`src/rtl/simd_pkg.sv`:
```
package simd_pkg;

    typedef enum logic [1:0] {
        OP_ADD  = 2'd0,
        OP_MADD = 2'd1,
        OP_PACK = 2'd2,
        OP_UNPK = 2'd3
    } simd_op_e;

    typedef enum logic [1:0] {
        LS_B8  = 2'd0,
        LS_H16 = 2'd1,
        LS_W32 = 2'd2,
        LS_RSV = 2'd3
    } simd_lsz_e;

endpackage

```
`src/rtl/simd_lane_add.sv`:
```
module simd_lane_add
    import simd_pkg::*;
#(
    parameter int DATA_W = 64
) (
    input  logic [DATA_W-1:0] a_i,
    input  logic [DATA_W-1:0] b_i,
    input  simd_lsz_e         lsz_i,
    output logic [DATA_W-1:0] sum_o
);
    localparam int NSZ = 3;

    for (genvar g = 0; g < NSZ; g++) begin : g_sz
        localparam int LW = 8 << g;
        localparam int NL = DATA_W / LW;
        logic [DATA_W-1:0] s;
        for (genvar i = 0; i < NL; i++) begin : g_lane
            // each lane has its own adder: carries stop at the lane edge
            assign s[i*LW +: LW] = a_i[i*LW +: LW] + b_i[i*LW +: LW];
        end
    end

    always_comb begin
        unique case (lsz_i)
            LS_B8:   sum_o = g_sz[0].s;
            LS_H16:  sum_o = g_sz[1].s;
            LS_W32:  sum_o = g_sz[2].s;
            default: sum_o = '0;
        endcase
    end
endmodule

```
`src/rtl/simd_madd.sv`:
```
module simd_madd #(
    parameter int DATA_W = 64
) (
    input  logic [DATA_W-1:0] a_i,
    input  logic [DATA_W-1:0] b_i,
    output logic [DATA_W-1:0] acc_o
);
    localparam int IW = 16;
    localparam int OW = 2 * IW;
    localparam int NP = DATA_W / OW;

    for (genvar j = 0; j < NP; j++) begin : g_pair
        logic signed [IW-1:0] a0, a1, b0, b1;
        logic signed [OW-1:0] p0, p1;
        assign a0 = a_i[j*OW      +: IW];
        assign a1 = a_i[j*OW + IW +: IW];
        assign b0 = b_i[j*OW      +: IW];
        assign b1 = b_i[j*OW + IW +: IW];
        assign p0 = OW'(a0) * OW'(b0);
        assign p1 = OW'(a1) * OW'(b1);
        assign acc_o[j*OW +: OW] = p0 + p1;
    end
endmodule

```
`src/rtl/simd_perm.sv`:
```
module simd_perm
    import simd_pkg::*;
#(
    parameter int DATA_W = 64
) (
    input  logic [DATA_W-1:0] a_i,
    input  logic [DATA_W-1:0] b_i,
    input  logic              unpk_i,
    input  simd_lsz_e         lsz_i,
    output logic [DATA_W-1:0] out_o
);
    localparam int HALF = DATA_W / 2;

    // narrowing: source lanes of 16 (g=0) or 32 (g=1) bits
    for (genvar g = 0; g < 2; g++) begin : g_pk
        localparam int SW = 16 << g;
        localparam int HW = SW / 2;
        localparam int NL = DATA_W / SW;
        logic [DATA_W-1:0] v;
        for (genvar i = 0; i < NL; i++) begin : g_lane
            assign v[i*HW        +: HW] = a_i[i*SW +: HW];
            assign v[HALF + i*HW +: HW] = b_i[i*SW +: HW];
        end
    end

    // widening: source lanes of 8 (g=0) or 16 (g=1) bits, low half of a
    for (genvar g = 0; g < 2; g++) begin : g_up
        localparam int SW = 8 << g;
        localparam int NL = HALF / SW;
        logic [DATA_W-1:0] v;
        for (genvar i = 0; i < NL; i++) begin : g_lane
            assign v[i*2*SW +: 2*SW] = {{SW{1'b0}}, a_i[i*SW +: SW]};
        end
    end

    always_comb begin
        out_o = '0;
        if (unpk_i) begin
            unique case (lsz_i)
                LS_B8:   out_o = g_up[0].v;
                LS_H16:  out_o = g_up[1].v;
                default: out_o = '0;
            endcase
        end else begin
            unique case (lsz_i)
                LS_H16:  out_o = g_pk[0].v;
                LS_W32:  out_o = g_pk[1].v;
                default: out_o = '0;
            endcase
        end
    end
endmodule

```
`src/rtl/simd_alu.sv`:
```
module simd_alu
    import simd_pkg::*;
#(
    parameter int DATA_W  = 64,
    parameter bit OUT_REG = 1'b1
) (
    input  logic              clk,
    input  logic              rst_n,
    input  logic [1:0]        op_i,
    input  logic [1:0]        lsz_i,
    input  logic [DATA_W-1:0] src_a_i,
    input  logic [DATA_W-1:0] src_b_i,
    output logic [DATA_W-1:0] res_o,
    output logic              illegal_o
);
    simd_op_e          op;
    simd_lsz_e         lsz;
    logic [DATA_W-1:0] add_r, madd_r, perm_r;
    logic [DATA_W-1:0] res_d;
    logic              ill_d;

    assign op  = simd_op_e'(op_i);
    assign lsz = simd_lsz_e'(lsz_i);

    simd_lane_add #(.DATA_W(DATA_W)) u_add (
        .a_i(src_a_i), .b_i(src_b_i), .lsz_i(lsz), .sum_o(add_r)
    );

    simd_madd #(.DATA_W(DATA_W)) u_madd (
        .a_i(src_a_i), .b_i(src_b_i), .acc_o(madd_r)
    );

    simd_perm #(.DATA_W(DATA_W)) u_perm (
        .a_i(src_a_i), .b_i(src_b_i), .unpk_i(op == OP_UNPK),
        .lsz_i(lsz), .out_o(perm_r)
    );

    // legality of the opcode / lane-size pairing
    always_comb begin
        unique case (op)
            OP_ADD:  ill_d = (lsz == LS_RSV);
            OP_MADD: ill_d = (lsz != LS_H16);
            OP_PACK: ill_d = (lsz == LS_B8) || (lsz == LS_RSV);
            OP_UNPK: ill_d = (lsz == LS_W32) || (lsz == LS_RSV);
            default: ill_d = 1'b1;
        endcase
    end

    always_comb begin
        res_d = '0;
        if (!ill_d) begin
            unique case (op)
                OP_ADD:  res_d = add_r;
                OP_MADD: res_d = madd_r;
                default: res_d = perm_r;
            endcase
        end
    end

    if (OUT_REG) begin : g_oreg
        logic [DATA_W-1:0] res_q;
        logic              ill_q;
        always_ff @(posedge clk or negedge rst_n) begin
            if (!rst_n) begin
                res_q <= '0;
                ill_q <= 1'b0;
            end else begin
                res_q <= res_d;
                ill_q <= ill_d;
            end
        end
        assign res_o     = res_q;
        assign illegal_o = ill_q;
    end else begin : g_comb
        assign res_o     = res_d;
        assign illegal_o = ill_d;
    end
endmodule

```
`config.mk`:
```
export PLATFORM = sky130hd
export DESIGN_NAME = simd_alu
export DESIGN_NICKNAME = d
export VERILOG_FILES = /design/src/rtl/simd_pkg.sv /design/src/rtl/simd_lane_add.sv /design/src/rtl/simd_madd.sv /design/src/rtl/simd_perm.sv /design/src/rtl/simd_alu.sv
export SDC_FILE = /design/constraint.sdc
export NUM_CORES = 2
export LEC_CHECK = 0
export BUFFER_PORTS_ARGS = -buffer_cell sky130_fd_sc_hd__buf_4
export CAP_MARGIN = 20
export CORE_AREA = 2 2 268 270
export CTS_CLUSTER_DIAMETER = 80
export CTS_CLUSTER_SIZE = 14
export DETAILED_ROUTE_END_ITERATION = 8
export DIE_AREA = 0 0 270 272
export GPL_TIMING_DRIVEN = 1
export HOLD_SLACK_MARGIN = 0.15
export PLACE_DENSITY = 0.92
export SETUP_SLACK_MARGIN = 0.3
export SLEW_MARGIN = 15
export SYNTH_ARGS = -nofsm -noshare
export SYNTH_HDL_FRONTEND = slang
export SYNTH_HIERARCHICAL = 1
export SYNTH_SLANG_ARGS = --single-unit
```
`constraint.sdc`:
```
create_clock -name clk -period 0.96 [get_ports clk]
set_input_delay 0.048 -clock clk [delete_from_list [all_inputs] [get_ports clk]]
set_output_delay 0.048 -clock clk [all_outputs]
set_load 0.05 [all_outputs]
```
==> flow_summary_export.csv, run 1 <==
group,metric,value,unit
status,outcome,"stopped before the end",
status,haltStage,"global routing (5_1_grt)",
status,first-error,"[ERROR GRT-0116] Global routing finished with congestion. Check the congestion regions in the DRC Viewer.",
die,initial_core_util,69.0,%
place,dp_hpwl,164,mm
global_route,grt_max_degree,66,
logic_synthesis,avgSynthCellArea,9.03,sq um
logic_synthesis,seq_area_frac_synth,3.33,%
clocking,cts_made_buffers,9,
logic_synthesis,syn_nets,7054,
global_route,grt.total_usage,94.0,%
logic_synthesis,synth_top_cells_by_count,"inv_1 (1312), fa_1 (1152), nand2_1 (569)",
logic_synthesis,synth.ff_latch_count,65,
logic_synthesis,synth_area_leader_cell,"fa_1",
clocking,cts_htree_levels,3,
logic_synthesis,synth-edff-count,0,
clocking,clockBufferDepth,2,
logic_synthesis,synth-main-ff-cell,"dfrtp_1",
clocking,cts_root_buf,"clkbuf_16",
logic_synthesis,async_flop_share,100,%
place,portBuffers,198,
die,die_y,272,um
logic_synthesis,synth_area_leaders,"fa_1 (47%), inv_1 (10%), ha_1 (9.3%), and2_1 (6.4%), nand2_1 (4.4%)",
logic_synthesis,synth_most_common_cell,"inv_1",
logic_synthesis,yosysWarnings,6,
logic_synthesis,syn_area,0.0488,sq mm
logic_synthesis,synth_cell_types,97,
place,place_congestion,1.11,
die,fp.dieW,270,um
logic_synthesis,netlist_instances,5406,
clocking,cts.sinks,65,
logic_synthesis,netlist.area_leader.share,47.2,%
die,io_pins,199,
die,rows,98,
global_route,grt-ovfl-total,4817,
global_route,grt_pass1_wl,510,mm
global_route,grt_pass1_vias,71800,
-- cells by family after synthesis --
family,after synthesis,synth area share (%)
buf+inv,1530,12.2
fa+ha+maj,1514,56.5
simple gates,1465,14.7
compound gates,550,7.78
xor+xnor,149,2.67
mux,133,2.89
flops,65,3.33
-- layer usage --
metal | GRT overflow | GRT usage [%]
met5 | 2 | 62.3
met4 | 979 | 101
met1 | 165 | 84.3
met2 | 3533 | 117
met3 | 138 | 78.8
-- through the flow --
| step | std cells | instance area (sq um) | hold slack [ns] | util, % | setup WS, ns |
|---|---|---|---|---|---|
| 4_1_cts | 7297 | 62500 | 0.239 | 88.3 | -5.93 |
| 2_1_floorplan | 5406 | 51300 | -0.248 | - | -5.59 |
| 3_5_place_dp | 7194 | 58700 | 0.0863 | 83.0 | -6.45 |
| 3_3_place_gp | 7194 | 58700 | 0.0702 | 83.0 | -6.08 |
-- what timing repair did --
action	CTS
gates resized for setup	666
hold buffers	1
setup endpoints to repair	130
gates cloned	6
setup buffers	80
pin swaps	332
endpoints found under the hold margin	65
==> run 2: changes to the inputs <==
--- a/config.mk
+++ b/config.mk
@@ -7,15 +7,11 @@
 export LEC_CHECK = 0
 export BUFFER_PORTS_ARGS = -buffer_cell sky130_fd_sc_hd__buf_4
 export CAP_MARGIN = 20
-export CORE_AREA = 2 2 268 270
-export CTS_CLUSTER_DIAMETER = 80
-export CTS_CLUSTER_SIZE = 14
+export CORE_AREA = 2 2 353 355
 export DETAILED_ROUTE_END_ITERATION = 8
-export DIE_AREA = 0 0 270 272
+export DIE_AREA = 0 0 355 357
 export GPL_TIMING_DRIVEN = 1
-export HOLD_SLACK_MARGIN = 0.15
-export PLACE_DENSITY = 0.92
-export SETUP_SLACK_MARGIN = 0.3
+export PLACE_DENSITY_LB_ADDON = 0.15
 export SLEW_MARGIN = 15
 export SYNTH_ARGS = -nofsm -noshare
 export SYNTH_HDL_FRONTEND = slang
==> flow_summary_export.csv, run 2 <==
group,metric,value,unit
worst_setup_path,slowest_delay,0.64,ns
place,place_congestion,0.913,
logic_synthesis,synth-xor-area-share,2.67,%
place,dp_hpwl,147,mm
logic_synthesis,syn_area,0.0488,sq mm
layout,post_route_cells_drive_above_1_share,29.6,%
layout,fin_cells,8096,
logic_synthesis,synth_cell_types,97,
global_route,grt.total_usage,27.0,%
timing,max_freq,149,MHz
global_route,grt_pass1_vias,44500,
global_route,met3_usage,2.17,%
logic_synthesis,seq_area_frac_synth,3.33,%
layout,layout_common_cells,"inv_1 (1244), fa_1 (1088), buf_4 (887)",
logic_synthesis,synth-edff-count,0,
die,fp.dieW,355,um
route,drcViolationCount,0,
die,core,0.123,sq mm
clocking,clockBufferDepth,2,
global_route,grt_use_met2,48.5,%
layout,final_common_cell,"inv_1",
route,routed_via_density,4.95,
route,drt_iter0_markers,1975,
logic_synthesis,async_flop_share,100,%
flow_run,max_cap_viol_count,0,
logic_synthesis,syn_nets,7054,
logic_synthesis,synth_compound_area_share,7.78,%
place,place_inst,7945,
global_route,grt-ovfl-total,0,
timing,setup_violations,102,
global_route,grt_max_degree,33,
clocking,cts_made_buffers,9,
worst_setup_path,worstSetupPathType,"primary input to flop",
clocking,cts.sinks,65,
global_route,antenna_found_initial,2,
timing,slew_headroom,59.5,%
layout,area_delta_synth_final,33.5,%
logic_synthesis,synth_top_cells_by_count,"inv_1 (1312), fa_1 (1152), nand2_1 (569)",
timing,hold_violations,0,
logic_synthesis,synth_area_leader_cell,"fa_1",
layout,largest_register_ffs,64,
global_route,grt_pass1_wl,262,mm
timing,fin_crit_sh,699,%
place,portBuffers,198,
clocking,cts.clk_slew.worst_paths,0.07,ns
route,wl_per_cell,20.8,um
worst_setup_path,cpMostUsedCell,"fa_1",
timing,rsz0062_at_grt,"true",
layout,n_fill_cell,11400,
timing,setup_slack,-5.75,ns
logic_synthesis,yosysWarnings,6,
route,vias,40100,
timing,tightestPinTransition,0.600,ns
worst_setup_path,cp_top_family,"adder cells",
die,initial_core_util,39.7,%
logic_synthesis,netlist.area_leader.share,47.2,%
clocking,cts_htree_levels,3,
die,rows,129,
route,routed_wl,168,mm
logic_synthesis,synth.ff_latch_count,65,
route,drt.antenna.violating_nets,0,
logic_synthesis,synth_most_common_cell,"inv_1",
worst_setup_path,crit_buf_inv,5,
die,die_area,0.127,sq mm
worst_setup_path,cp.required,1.23,ns
worst_setup_path,worstPathArrival,6.98,ns
worst_setup_path,critPathLaunchType,"primary input",
worst_setup_path,critPathMaxFanout,5,
worst_setup_path,slowest_stage,"fa_2",
worst_hold_path,hold_path_class,"primary input to asynchronous set/reset pin",
logic_synthesis,synth-main-ff-cell,"dfrtp_1",
logic_synthesis,avgSynthCellArea,9.03,sq um
layout,register_area,0.00165,sq mm
global_route,grt.busiest_layer,"met2",
clocking,cts_tree,"yes",
die,io_pins,199,
status,violations,"setup timing",
global_route,met1_usage,34.7,%
logic_synthesis,synth_area_leaders,"fa_1 (47%), inv_1 (10%), ha_1 (9.3%), and2_1 (6.4%), nand2_1 (4.4%)",
worst_setup_path,cp-end-kind,"flop",
layout,multi_input_area,0.0445,sq mm
timing,drv_slew,0,
clocking,cts_root_buf,"clkbuf_16",
timing,whs,0.0955,ns
logic_synthesis,synthSimpleGateAreaFrac,14.7,%
timing,min_period,6.71,ns
logic_synthesis,synth_fa_ha_area_share,56.5,%
die,die_y,357,um
logic_synthesis,synthMuxAreaShare,2.89,%
worst_setup_path,critPathLaunch,"src_a_i[19]",
route,first_pass_iters,7,
status,outcome,"finished, violations left",
logic_synthesis,netlist_instances,5406,
layout,nets,8099,
logic_synthesis,synth_top_family_by_area,"adder cells",
## run 2: layer usage
metal	vias to the layer above	wire, um
li1	18400	-
met1	20600	70700
met2	861	85500
met3	256	6140
met4	4	5740
met5	-	22
## run 2: metrics by stage
stage | instance area, sq um | setup TNS, ns | util [%] | setup slack (ns)
after global placement | 60200 | -329.90 | 48.9 | -6.46
after global routing | 65200 | -311.04 | 53.0 | -5.92
after CTS | 63900 | -299.32 | 52.0 | -5.73
after detailed placement | 60200 | -332.23 | 48.9 | -6.49
final | 65200 | -300.79 | 53.0 | -5.75
after floorplan | 51300 | -281.61 | - | -5.59
## run 2: worst max path at each step
stage / to / depth (start not counted)
6_report: res_o[31] / 26
5_1_grt: res_o[29] / 26
4_1_cts: res_o[31] / 26
3_5_place_dp: res_o[30] / 25
3_3_place_gp: res_o[30] / 25
2_1_floorplan: res_o[63] / 26
## run 2: final cells by class
cell class              instances  area share [%]
diodes                          3          0.0115
clock inverters                 7           0.119
clock buffers                   9           0.345
multi-input cells            3811            68.3
flip-flops and latches         65            2.53
repair buffers               1249            18.0
inverters                    1315            7.60
well taps                    1637            3.14
## run 2: cells by family after synthesis
family / Yosys count
compound gates: 550
xor+xnor: 149
fa+ha+maj: 1514
buf+inv: 1530
flops: 65
mux: 133
simple gates: 1465
## run 2: timing repair
item | CTS | global route
endpoints found under the setup margin | 130 | 125
cloned | 6 | 0
endpoints found under the hold margin | 65 | 0
gates resized for setup | 634 | 250
pin swaps | 295 | 183
buffers inserted | 99 | 42
hold buffers | 1 | 0
Power of run 2 is left out: the tool's default activity adds up to more than one toggle a clock period on the data nets, which glitch-free logic cannot reach.
